$ cat src/rtl/bcorr_pkg.sv
package bcorr_pkg;

  // stages per bit-plane group
  function automatic int grp_len(int n_stg, int prec);
    return n_stg >> prec;
  endfunction

  // bit plane served by stage s (first stages take the top plane)
  function automatic int plane_of(int s, int n_stg, int prec);
    return (n_stg - 1 - s) / grp_len(n_stg, prec);
  endfunction

  function automatic logic is_head(int s, int n_stg, int prec);
    return (s % grp_len(n_stg, prec)) == 0;
  endfunction

  // load-bus bit feeding the head of stage s's group
  function automatic int load_src(int s, int n_stg, int prec);
    return n_stg - 1 - s / grp_len(n_stg, prec);
  endfunction

endpackage

$ cat src/rtl/bcorr_shift_chain.sv
module bcorr_shift_chain #(
  parameter int unsigned N_STAGES   = 8,
  parameter int unsigned STAGE_TAPS = 32,
  localparam int unsigned TOTAL     = N_STAGES * STAGE_TAPS
) (
  input  logic                clk_i,
  input  logic                rst_ni,
  input  logic                en_i,
  input  logic [N_STAGES-1:0] head_sel_i,
  input  logic [N_STAGES-1:0] head_bit_i,
  output logic [TOTAL-1:0]    q_o
);

  logic [TOTAL-1:0] q_q;

  for (genvar s = 0; s < N_STAGES; s++) begin : g_stg
    logic feed;
    if (s == 0) begin : g_first
      assign feed = head_bit_i[0];
    end else begin : g_rest
      assign feed = head_sel_i[s] ? head_bit_i[s] : q_q[s*STAGE_TAPS-1];
    end

    always_ff @(posedge clk_i or negedge rst_ni) begin
      if (!rst_ni) begin
        q_q[s*STAGE_TAPS +: STAGE_TAPS] <= '0;
      end else if (en_i) begin
        q_q[s*STAGE_TAPS +: STAGE_TAPS] <=
          {q_q[s*STAGE_TAPS +: STAGE_TAPS-1], feed};
      end
    end
  end

  assign q_o = q_q;

  p_head_in_r6: assert property (@(posedge clk_i) disable iff (!rst_ni)
    en_i |=> q_o[0] == $past(head_bit_i[0]));

  p_hold_r8: assert property (@(posedge clk_i) disable iff (!rst_ni)
    !en_i |=> $stable(q_o));

endmodule

$ cat src/rtl/bcorr_stage_count.sv
module bcorr_stage_count #(
  parameter int unsigned STAGE_TAPS = 32,
  localparam int unsigned CNT_W     = $clog2(STAGE_TAPS + 1)
) (
  input  logic [STAGE_TAPS-1:0] data_i,
  input  logic [STAGE_TAPS-1:0] patt_i,
  input  logic [STAGE_TAPS-1:0] mask_i,
  output logic [CNT_W-1:0]      cnt_o
);

  logic [STAGE_TAPS-1:0] hit;

  assign hit = ~(data_i ^ patt_i) & ~mask_i;

  always_comb begin
    cnt_o = '0;
    for (int j = 0; j < STAGE_TAPS; j++) begin
      cnt_o = cnt_o + CNT_W'(hit[j]);
    end
  end

endmodule

$ cat src/rtl/bcorr_combine.sv
module bcorr_combine
  import bcorr_pkg::*;
#(
  parameter int unsigned N_STAGES   = 8,
  parameter int unsigned STAGE_TAPS = 32,
  parameter int unsigned SCORE_W    = 9,
  localparam int unsigned SC_W      = $clog2(STAGE_TAPS + 1),
  localparam int unsigned CNT_W     = $clog2(N_STAGES * STAGE_TAPS + 1),
  localparam int unsigned PREC_W    = $clog2($clog2(N_STAGES) + 1),
  localparam int unsigned ACC_W     = CNT_W + N_STAGES,
  localparam int unsigned SCORE_MAX = (1 << SCORE_W) - 1
) (
  input  logic                      clk_i,
  input  logic                      rst_ni,
  input  logic [PREC_W-1:0]         prec_i,
  input  logic [N_STAGES*SC_W-1:0]  stg_cnt_i,
  output logic [N_STAGES*CNT_W-1:0] plane_cnt_o,
  output logic [SCORE_W-1:0]        score_o
);

  logic [N_STAGES*CNT_W-1:0] plane_d, plane_q;
  logic [ACC_W-1:0]          acc;
  logic [SCORE_W-1:0]        score_d, score_q;

  always_comb begin
    plane_d = '0;
    for (int k = 0; k < N_STAGES; k++) begin
      for (int s = 0; s < N_STAGES; s++) begin
        if (plane_of(s, N_STAGES, int'(prec_i)) == k) begin
          plane_d[k*CNT_W +: CNT_W] = plane_d[k*CNT_W +: CNT_W]
                                    + CNT_W'(stg_cnt_i[s*SC_W +: SC_W]);
        end
      end
    end
  end

  always_comb begin
    acc = '0;
    for (int k = 0; k < N_STAGES; k++) begin
      acc = acc + (ACC_W'(plane_d[k*CNT_W +: CNT_W]) << k);
    end
    score_d = (acc > ACC_W'(SCORE_MAX)) ? SCORE_W'(SCORE_MAX) : acc[SCORE_W-1:0];
  end

  always_ff @(posedge clk_i or negedge rst_ni) begin
    if (!rst_ni) begin
      plane_q <= '0;
      score_q <= '0;
    end else begin
      plane_q <= plane_d;
      score_q <= score_d;
    end
  end

  assign plane_cnt_o = plane_q;
  assign score_o     = score_q;

  p_unused_zero_r11: assert property (@(posedge clk_i) disable iff (!rst_ni)
    prec_i == '0 |=> plane_cnt_o[N_STAGES*CNT_W-1:CNT_W] == '0);

  p_single_plane_r5: assert property (@(posedge clk_i) disable iff (!rst_ni)
    prec_i == '0 |=> ACC_W'(score_o) == ACC_W'(plane_cnt_o[CNT_W-1:0]));

endmodule

$ cat src/rtl/bcorr_array.sv
module bcorr_array
  import bcorr_pkg::*;
#(
  parameter int unsigned N_STAGES   = 8,
  parameter int unsigned STAGE_TAPS = 32,
  parameter int unsigned SCORE_W    = 9,
  localparam int unsigned TOTAL     = N_STAGES * STAGE_TAPS,
  localparam int unsigned SC_W      = $clog2(STAGE_TAPS + 1),
  localparam int unsigned CNT_W     = $clog2(TOTAL + 1),
  localparam int unsigned PREC_W    = $clog2($clog2(N_STAGES) + 1),
  localparam int unsigned IDX_W     = $clog2(N_STAGES)
) (
  input  logic                      clk_i,
  input  logic                      rst_ni,
  input  logic [PREC_W-1:0]         prec_i,
  input  logic [N_STAGES-1:0]       din_i,
  input  logic [N_STAGES-1:0]       ref_i,
  input  logic                      ref_ld_i,
  input  logic [N_STAGES-1:0]       msk_i,
  input  logic                      msk_ld_i,
  input  logic                      xfer_ni,
  output logic [N_STAGES*CNT_W-1:0] plane_cnt_o,
  output logic [SCORE_W-1:0]        score_o
);

  logic [N_STAGES-1:0]      head_sel, din_head, ref_head, msk_head;
  logic [TOTAL-1:0]         data_taps, ref_pre, msk_pre;
  logic [TOTAL-1:0]         ref_act, msk_act;
  logic [N_STAGES*SC_W-1:0] stg_cnt;

  always_comb begin
    for (int s = 0; s < N_STAGES; s++) begin
      head_sel[s] = is_head(s, N_STAGES, int'(prec_i));
      din_head[s] = din_i[IDX_W'(plane_of(s, N_STAGES, int'(prec_i)))];
      ref_head[s] = ref_i[IDX_W'(load_src(s, N_STAGES, int'(prec_i)))];
      msk_head[s] = msk_i[IDX_W'(load_src(s, N_STAGES, int'(prec_i)))];
    end
  end

  bcorr_shift_chain #(.N_STAGES(N_STAGES), .STAGE_TAPS(STAGE_TAPS)) u_data (
    .clk_i, .rst_ni, .en_i(1'b1),
    .head_sel_i(head_sel), .head_bit_i(din_head), .q_o(data_taps));

  bcorr_shift_chain #(.N_STAGES(N_STAGES), .STAGE_TAPS(STAGE_TAPS)) u_ref_pre (
    .clk_i, .rst_ni, .en_i(ref_ld_i),
    .head_sel_i(head_sel), .head_bit_i(ref_head), .q_o(ref_pre));

  bcorr_shift_chain #(.N_STAGES(N_STAGES), .STAGE_TAPS(STAGE_TAPS)) u_msk_pre (
    .clk_i, .rst_ni, .en_i(msk_ld_i),
    .head_sel_i(head_sel), .head_bit_i(msk_head), .q_o(msk_pre));

  always_ff @(posedge clk_i or negedge rst_ni) begin
    if (!rst_ni) begin
      ref_act <= '0;
      msk_act <= '0;
    end else if (!xfer_ni) begin
      ref_act <= ref_pre;
      msk_act <= msk_pre;
    end
  end

  for (genvar s = 0; s < N_STAGES; s++) begin : g_cnt
    bcorr_stage_count #(.STAGE_TAPS(STAGE_TAPS)) u_cnt (
      .data_i(data_taps[s*STAGE_TAPS +: STAGE_TAPS]),
      .patt_i(ref_act[s*STAGE_TAPS +: STAGE_TAPS]),
      .mask_i(msk_act[s*STAGE_TAPS +: STAGE_TAPS]),
      .cnt_o (stg_cnt[s*SC_W +: SC_W]));
  end

  bcorr_combine #(.N_STAGES(N_STAGES), .STAGE_TAPS(STAGE_TAPS), .SCORE_W(SCORE_W)) u_comb (
    .clk_i, .rst_ni, .prec_i, .stg_cnt_i(stg_cnt),
    .plane_cnt_o, .score_o);

  p_xfer_hold_r8: assert property (@(posedge clk_i) disable iff (!rst_ni)
    xfer_ni |=> $stable(ref_act) && $stable(msk_act));

  p_xfer_load_r8: assert property (@(posedge clk_i) disable iff (!rst_ni)
    !xfer_ni |=> ref_act == $past(ref_pre) && msk_act == $past(msk_pre));

  p_full_mask_r3: assert property (@(posedge clk_i) disable iff (!rst_ni)
    (&msk_act) |=> score_o == '0 && plane_cnt_o == '0);

  p_prec_keeps_ref_r9: assert property (@(posedge clk_i) disable iff (!rst_ni)
    !ref_ld_i && !msk_ld_i |=> $stable(ref_pre) && $stable(msk_pre));

endmodule

$ cat config.mk
export PLATFORM = sky130hd
export DESIGN_NAME = bcorr_array
export DESIGN_NICKNAME = d
export VERILOG_FILES = /design/src/rtl/bcorr_pkg.sv /design/src/rtl/bcorr_shift_chain.sv /design/src/rtl/bcorr_stage_count.sv /design/src/rtl/bcorr_combine.sv /design/src/rtl/bcorr_array.sv
export SDC_FILE = /design/constraint.sdc
export NUM_CORES = 2
export LEC_CHECK = 0
export BUFFER_PORTS_ARGS = -buffer_cell sky130_fd_sc_hd__buf_2
export CAP_MARGIN = 40
export CORE_MARGIN = 4
export CORE_UTILIZATION = 52
export CTS_CLUSTER_DIAMETER = 80
export DETAILED_ROUTE_END_ITERATION = 7
export HOLD_SLACK_MARGIN = 0.05
export PLACE_DENSITY = 0.68
export SLEW_MARGIN = 20
export SYNTH_ARGS = -nofsm -noshare
export SYNTH_HDL_FRONTEND = slang
export SYNTH_HIERARCHICAL = 1
export SYNTH_SLANG_ARGS = --single-unit
$ cat constraint.sdc
create_clock -name clk_i -period 32 [get_ports clk_i]
set_input_delay 1.6 -clock clk_i [delete_from_list [all_inputs] [get_ports clk_i]]
set_output_delay 1.6 -clock clk_i [all_outputs]
set_load 0.01 [all_outputs]
==> out/summary.txt <==
Largest net degree at the start of global routing: 175
Dominant cell type by count on the critical path: sky130_fd_sc_hd__fa_1
Via/cell ratio: 5.485
Number of placement rows: 137
DRC violation total after the first TritonRoute iteration: 2544
Worst Path Class, Setup: register to register
Post-CTS sizing: 0
Clock latency at the later pin of the worst-skew pair: 770 ps
Total gr overflow: 0
Mapped Avg Cell Area: 12.79 um^2
Layout cell share with drive strength beyond 1: 30.95%
Final clock period utilization by the worst path: 49.94%
Crit path buf inv count: 9
Max-Cap Viols: 0
Multi-input combinational cell area: 37180 um^2
Critical path's slowest cell: sky130_fd_sc_hd__fa_1
Startpoint Class: register
Final-layout setup total negative slack: 0 ps
Wire length of the first global-routing pass: 251700 um
Routed vias: 43460
Total of buffers placed on input and output ports: 111
Die width: 384.4 um
Area of the die: 147700 um^2
CTS H-tree depth: 4
Fin. Hold Viols: 0
Via count of the first global-routing pass: 45820
CP max FO: 7
Combined area of all synthesized cells: 73650 um^2
Category of cells accounting for the largest share of critical-path delay: adder cells
Area of the placeable core: 140000 um^2
TritonCTS clock tree: yes
Starting utilization of the core area: 52.59%
Worst rel slew slack: 21.74%
Worst Tran Pin Value: 1156 ps
Wire length per cell after detailed routing: 19.33 um
Stage delay of the slowest cell on the critical path: 560 ps
Area growth from synthesis to layout: 10.66%
Post-Place Cells: 7631
Hold crit path type: register to register
Remaining antenna violation count: 0
Layout Skew: 31.00 ps
Hpwl dp: 108200 um
I/O Pins: 112
Die Span Y: 384.4 um
Filler instances: 11290
Kind of capture point of the worst setup path: register
Pins Over Slew Limit: 0
Number of clock buffers inserted by TritonCTS: 147
Antenna violations before repair: 24
Outcome: finished clean
Worst-path clk slew: 60 ps
Count of nets after finishing: 6435
Clock Root Buffer: sky130_fd_sc_hd__clkbuf_16
Worst endpoint data arrival time: 16610 ps
Post-CTS setup buffer count: 0
Number of remaining DRC errors: 0
Setup-violating endpoint count in the final report: 0
Total iterations of the first detailed-routing run: 5
Number of standard cells after synthesis: 5760
Data required time at the worst endpoint: 32620 ps
Crit path time final: 15980 ps
Final standard cell count with taps included and fillers excluded: 7923
Register cell area after layout: 34060 um^2
Setup repair after global routing missed its margin: false
Max Fclk: 0.06257 GHz
Clock Path Buffers: 3
Final wirelength: 153200 um
Global router's overall resource usage: 21.14%
Count of synthesis-stage warnings from yosys: 6
Hold Buf Count CTS: 0
CTS sink cnt: 1361
Final GP Congestion: 0.8948
-- area by class of cell --
| class | instances | area share (%) |
|---|---|---|
| Clock inverter | 51 | 0.7660 |
| Antenna cell | 14 | 0.04298 |
| Clock buffer | 219 | 5.336 |
| Inverter | 348 | 1.603 |
| Tap cell | 1876 | 2.880 |
| Timing Repair Buffer | 195 | 1.970 |
| Multi-Input combinational cell | 3859 | 45.62 |
| Sequential cell | 1361 | 41.79 |
-- state kept, by name (all words and copies together) (netlist names) --
signal              flops
u_data/q_o            256
u_msk_pre/q_o         256
u_comb/plane_cnt_o     72
msk_act               256
ref_act               256
u_ref_pre/q_o         256
u_comb/score_o          9
-- layer usage --
layer	share of wire, %	routed length [um]	vias to the layer above	GRT usage, %
li1	-	-	20260	-
met1	47	72380	22230	30.36
met2	46	70430	756	33.14
met3	4.6	7099	216	4.066
met4	2.1	3218	4	5.583
met5	0.018	27	-	0
-- stage by stage --
step	setup WS (ps)	hold slack (ps)	cell area, um^2	utilization [%]
3_3_place_gp	16050	476.6	75860	54.17
5_1_grt	14740	500.3	81490	58.19
3_5_place_dp	15730	483.8	76340	54.51
4_1_cts	15680	497.0	81320	58.06
6_report	16020	493.4	81500	58.20
2_1_floorplan	17320	470.1	73840	-
-- final timing paths --
path	start	slack [ps]	endpoint	cells after the start
setup reg to reg	ref_act[49]$_DFFE_PN0N_	16020	u_comb/score_o[2]$_DFF_PN0_	66
max in group asynchronous	rst_ni	28120	u_msk_pre/q_o[35]$_DFFE_PN0P_	8
hold reg to reg	msk_act[240]$_DFFE_PN0N_	490	msk_act[240]$_DFFE_PN0N_	1
setup / recovery	ref_act[49]$_DFFE_PN0N_	16020	u_comb/score_o[2]$_DFF_PN0_	66
hold / removal	msk_act[240]$_DFFE_PN0N_	490	msk_act[240]$_DFFE_PN0N_	1
min in group asynchronous	rst_ni	770	msk_act[245]$_DFFE_PN0N_	1
-- cells in the final DEF, fill, tap and decap left out, drive strengths merged, types with 10 or more instances in the layout --
cell type,count
a21boi,10
clkbuf,221
a31oi,25
nand3,31
clkinv,30
mux2,1295
a21o,75
o21bai,25
ha,235
nor3b,10
o31ai,20
diode,14
mux2i,52
nand4,10
xor2,218
o211ai,28
buf,191
a21oi,153
o22ai,21
nor4,23
and2,49
nand2,150
nor2b,31
nor3,51
fa,257
o21a,10
nor2,392
xnor2,155
nand2b,108
inv,360
o21ai,128
and3,20
dfrtp,1361
mux4,31
conb,54
or2,16
a211oi,23
or3,14
Power is left out: the tool's default activity adds up to more than one toggle a clock period on the data nets, which glitch-free logic cannot reach.
